## src/rtl/shadow_ctx.sv

```systemverilog
module shadow_ctx #(
  parameter int DW    = 16,
  parameter int NREG  = 4,
  parameter int NFLAG = 5
) (
  input  logic                 clk,
  input  logic                 rst_n,
  input  logic                 save_i,
  input  logic                 restore_i,
  input  logic [NREG*DW-1:0]   live_regs_i,
  input  logic [NFLAG-1:0]     live_flags_i,
  output logic [NREG*DW-1:0]   rest_regs_o,
  output logic [NFLAG-1:0]     rest_flags_o,
  output logic                 rest_we_o,
  output logic                 held_o,
  output logic                 clobber_o,
  output logic                 underflow_o
);

  logic [NFLAG-1:0] flg_q;
  logic             held_q;

  for (genvar k = 0; k < NREG; k++) begin : g_reg
    logic [DW-1:0] word_q;
    always_ff @(posedge clk) begin
      if (!rst_n)      word_q <= '0;
      else if (save_i) word_q <= live_regs_i[k*DW +: DW];
    end
    assign rest_regs_o[k*DW +: DW] = word_q;
  end

  always_ff @(posedge clk) begin
    if (!rst_n) begin
      flg_q  <= '0;
      held_q <= 1'b0;
    end else begin
      if (save_i) flg_q <= live_flags_i;
      if (save_i)         held_q <= 1'b1;
      else if (restore_i) held_q <= 1'b0;
    end
  end

  assign rest_flags_o = flg_q;
  assign rest_we_o    = restore_i;
  assign held_o       = held_q;
  assign clobber_o    = save_i & held_q;
  assign underflow_o  = restore_i & ~held_q;

  p_capture_r2: assert property (@(posedge clk) disable iff (!rst_n)
    save_i |=> (rest_regs_o == $past(live_regs_i)) && (rest_flags_o == $past(live_flags_i)));

  p_held_set_r5: assert property (@(posedge clk) disable iff (!rst_n)
    save_i |=> held_o);

  p_held_clr_r5: assert property (@(posedge clk) disable iff (!rst_n)
    (restore_i && !save_i) |=> !held_o);

  p_keep_r9: assert property (@(posedge clk) disable iff (!rst_n)
    !save_i |=> $stable(rest_regs_o) && $stable(rest_flags_o));

  p_err_excl_r7: assert property (@(posedge clk) disable iff (!rst_n)
    $countones({clobber_o, underflow_o}) <= 1);

  p_clobber_r6: assert property (@(posedge clk) disable iff (!rst_n)
    (save_i && !restore_i) |=> (save_i == clobber_o));

endmodule

```

## config.mk

```make
export PLATFORM = sky130hd
export DESIGN_NAME = shadow_ctx
export DESIGN_NICKNAME = d
export VERILOG_FILES = /design/src/rtl/shadow_ctx.sv
export SDC_FILE = /design/constraint.sdc
export NUM_CORES = 1
export LEC_CHECK = 0
export ABC_AREA = 1
export BUFFER_PORTS_ARGS = -buffer_cell sky130_fd_sc_hd__clkbuf_2
export CAP_MARGIN = 20
export CELL_PAD_IN_SITES_DETAIL_PLACEMENT = 1
export CELL_PAD_IN_SITES_GLOBAL_PLACEMENT = 2
export CORE_MARGIN = 2
export CORE_UTILIZATION = 21
export CTS_CLUSTER_SIZE = 30
export DETAILED_ROUTE_END_ITERATION = 12
export MAX_ROUTING_LAYER = met4
export PLACE_DENSITY_LB_ADDON = 0.1
export RECOVER_POWER = 50
export REMOVE_ABC_BUFFERS = 1
export SYNTH_ARGS = -nofsm -noshare
export SYNTH_HDL_FRONTEND = slang
export SYNTH_SLANG_ARGS = --single-unit
```

## constraint.sdc

```tcl
create_clock -name clk -period 0.8 [get_ports clk]
set_input_delay 0.08 -clock clk [delete_from_list [all_inputs] [get_ports clk]]
set_output_delay 0.08 -clock clk [all_outputs]
set_load 0.005 [all_outputs]
```

# Word-level counts from Yosys, hierarchy flattened
# Index checks and enable logic that the tools add are counted.
# word_totals
input_bits	73
out_inout_bits	73
register_bits	70
# classes
bitwise_logic	3
n_reduce_logical	1
n_mux	2
# ops
operator	count
AND 1 bit	2
2-to-1 mux 1 bit	2
nonzero test 2 bit	1
NOT 1 bit	1

# Logic depth before layout (Yosys ltp)
# depth
word_depth	2
ltp_mapped	5
ltp_nobuf	3

# Worst setup path after synthesis
# OpenSTA, ideal clock, no wires.
# synth_timing
kind	input to register
from	in save_i
to	reg g_reg[0].word_q[3]
arrival_time_ns	0.534
setup_time_ns	0.116
cell_stages	4
slack_ns	0.150
path_buffers	2
cell_sequence	buf_6 > buf_6 > o21ai_0 > nor2_1
# synth_lines
item	line_no	source
start, declared	8	input logic save_i,
end signal, assigned	27	else if (save_i) word_q <= live_regs_i[k*DW +: DW];
end, declared	24	logic [DW-1:0] word_q;

# Worst setup path after layout
# layout_timing
from	reg held_q, in the netlist held_o
to	out clobber_o
# layout_via
elab_chain_len	1
# layout_lines
item	line_no	source
start, declared	21	logic held_q;
start signal, assigned	35	held_q <= 1'b0;
start signal, assigned	38	if (save_i) held_q <= 1'b1;
start signal, assigned	39	else if (restore_i) held_q <= 1'b0;
AND 1 bit	46	assign clobber_o = save_i & held_q;
end, declared	16	output logic clobber_o,
# Every way passes these cells.

==> reports/results.ini <==
[clocking]
cts-root-buf=clkbuf_16
cts.sinks=70
clk_latency_ns=0.32
clk_path_buf_depth=2
cts_tree=built
clk_pin_slew_ns=0.05
htreeDepth=3
cts_buffers=9

[worst_hold_path]
min_delay_worst_endpoint=g_reg[3].word_q[7]
worstHoldStart=live_regs_i[55]
min_path_cells=3
hold_path.class=primary input to register

[setup_path]
r2r-end=g_reg[2].word_q[11]
crit_path_max_incr_delay_ns=0.34
end_kind=output pin
crit_slowest_cell=dfxtp_2
worst-r2r-cell-count=3
path_buf_inv=2
cp_max_fo=4
r2r_slack_ns=0.06
startpoint_type=register
crit_required_ns=0.72
path_delay_family=flip-flops
worstSetupPathType=register to output pin
cp_data_arrival_time_ns=0.87
reg2reg_from=g_reg[2].word_q[11]
path_cells=nand2_1 > inv_1 > clkbuf_2

[placement]
placed_area_um2=3480
portBuffers=145
dp_hpwl_um=5754
globalplace.congestion=0.7301
dp_slack_ns=-0.06689

[drt]
wire_per_inst_um=12.73
drt_iter0_markers=90
vias=2755
ant_nets=0
via_per_inst=4.100
drt_wl_total_um=8554
drt_first_pass_iters=3
drc=0

[floorplanning]
start_util_pct=21.51
rows=40
die_x_um=114.9
core_area_um2=12010
pin_count=146
fp.dieArea_um2=13210
die_height_um=114.9

[global_route]
grt_pass1_wl_um=13570
antenna_found_initial=0
grt.total_usage_pct=13.47
grt_pass1_vias=2699
grt_overflow=0
grt_max_degree=40

[timing]
worst_slew_pin_slew_ns=0.2730
finalWorstSetupSlack_ns=-0.1452
finalCritPeriodShare_pct=118.1
fin_crit_ns=0.9452
fmaxAchievable_mhz=1058
tns_ns=-2.868
skew_ns=0
final-max-slew-violation-count=0
relSlewSlack_pct=81.80
rsz0062_at_grt=yes
hold_viol=0
setup_violations=72

[cells_and_area]
layout_commonest_cell=nor2_1
final_cell_mix=nor2_1 (122), clkbuf_2 (121), o21ai_0 (65)
fillers=1472
stdcell_area_um2=4657
area_growth_pct=80.24
num_antenna_cells=0
fin_util_pct=38.77
nets=593
drive_above_1_share_pct=47.81

[logic_synthesis]
netlist-cell-type-count=14
netlist_area_um2=2584
yosysWarnings=0
yosysSeqAreaShare_pct=54.24
syn_inst=308
avgSynthCellArea_um2=8.389
ys_ff_latch=70

[run_status]
outcome=complete, but fails checks
violations=setup timing

[power]
power.density_nw_per_um2=2052
ir_worst_vdd_uv=992.9
power.leakage_nw=2.208

[run]
cap_violations=0

==> Yosys cell counts <==
master	number	share of area (%)
nor2_1	120	17
dfxtp_1	70	54
o21ai_0	66	13
nor2_2	19	4.6
buf_6	13	5.7
buf_2	7	1.4
inv_1	3	0.44
o21ai_1	3	0.58
nand2_1	2	0.29
a21oi_2	1	0.34
buf_12	1	0.77
buf_4	1	0.29
buf_8	1	0.58
inv_12	1	0.63
==> what timing repair did <==
| action | 4_1_cts | 5_1_grt |
|---|---|---|
| endpoints found under the hold margin | 63 | 0 |
| buffers inserted | 1 | 2 |
| gates resized for setup | 70 | 42 |
| setup endpoints to repair | 72 | 72 |
| pin swaps | 2 | 1 |
| hold buffers | 63 | 0 |
==> registers in the layout, indices dropped and copies added, names as in the netlist <==
name	cells
held_o	1
rest_flags_o	5
g.word_q	64
==> worst max-delay path by stage <==
stage          depth (start not counted)                  end                 from  slack, ns
2_1_floorplan                          2  g_reg[0].word_q[11]  g_reg[0].word_q[11]       0.20
3_3_place_gp                           5  g_reg[0].word_q[12]               save_i      -0.06
3_5_place_dp                           6  g_reg[2].word_q[12]               save_i      -0.07
4_1_cts                                3            clobber_o               held_o      -0.15
5_1_grt                                3            clobber_o               held_o      -0.20
6_report                               3            clobber_o               held_o      -0.15
==> area by class of cell <==
class,instances,area (um^2),area share (%)
repair buffers,224,1733,37.21
well taps,147,183.9,3.949
clock inverters,6,86.33,1.854
flip-flops and latches,70,1471,31.60
multi-input cells,211,925.9,19.88
inverters,4,27.53,0.5911
clock buffers,10,229.0,4.917
==> metal layers <==
layer | routed length [um] | global-route usage (%) | up-vias
met5 | 0 | - | -
met1 | 4042 | 17.18 | 1250
li1 | - | - | 1407
met3 | 582 | 4.006 | 7
met2 | 3833 | 20.63 | 91
met4 | 97 | 4.016 | 0
==> cell families after synthesis <==
group	Yosys count	share of synthesized area [%]
DFF	70	54.24
buffers and inverters	27	9.734
and+or+nand+nor	141	22.32
AOI/OAI and AO/OA	70	13.70
==> per-stage QoR <==
stage / hold slack (ns) / power, W / cells
5_1_grt: 0.01349 / 0.01009 / 672
3_3_place_gp: 0.3015 / 0.005005 / 590
2_1_floorplan: 0.1600 / 0.004254 / 285
6_report: 0.002650 / 0.009557 / 672
4_1_cts: 0.0007190 / 0.009654 / 670
3_5_place_dp: 0.3101 / 0.005016 / 590
==> worst register-to-register path, delay by kind of cell, from the launching register on <==
| kind | cells | cell delay (ns) |
|---|---|---|
| AOI/OAI and AO/OA | 1 | 0.14 |
| buffers and inverters | 1 | 0.12 |
| DFF | 1 | 0.32 |
| and+or+nand+nor | 1 | 0.05 |
==> power breakdown <==
part / internal [W] / switching, W
Clock: 0.00272 / 0.00151
Combinational: 0.000826 / 0.000586
Sequential: 0.00377 / 0.000138
Power figures use the tool's default switching activity.
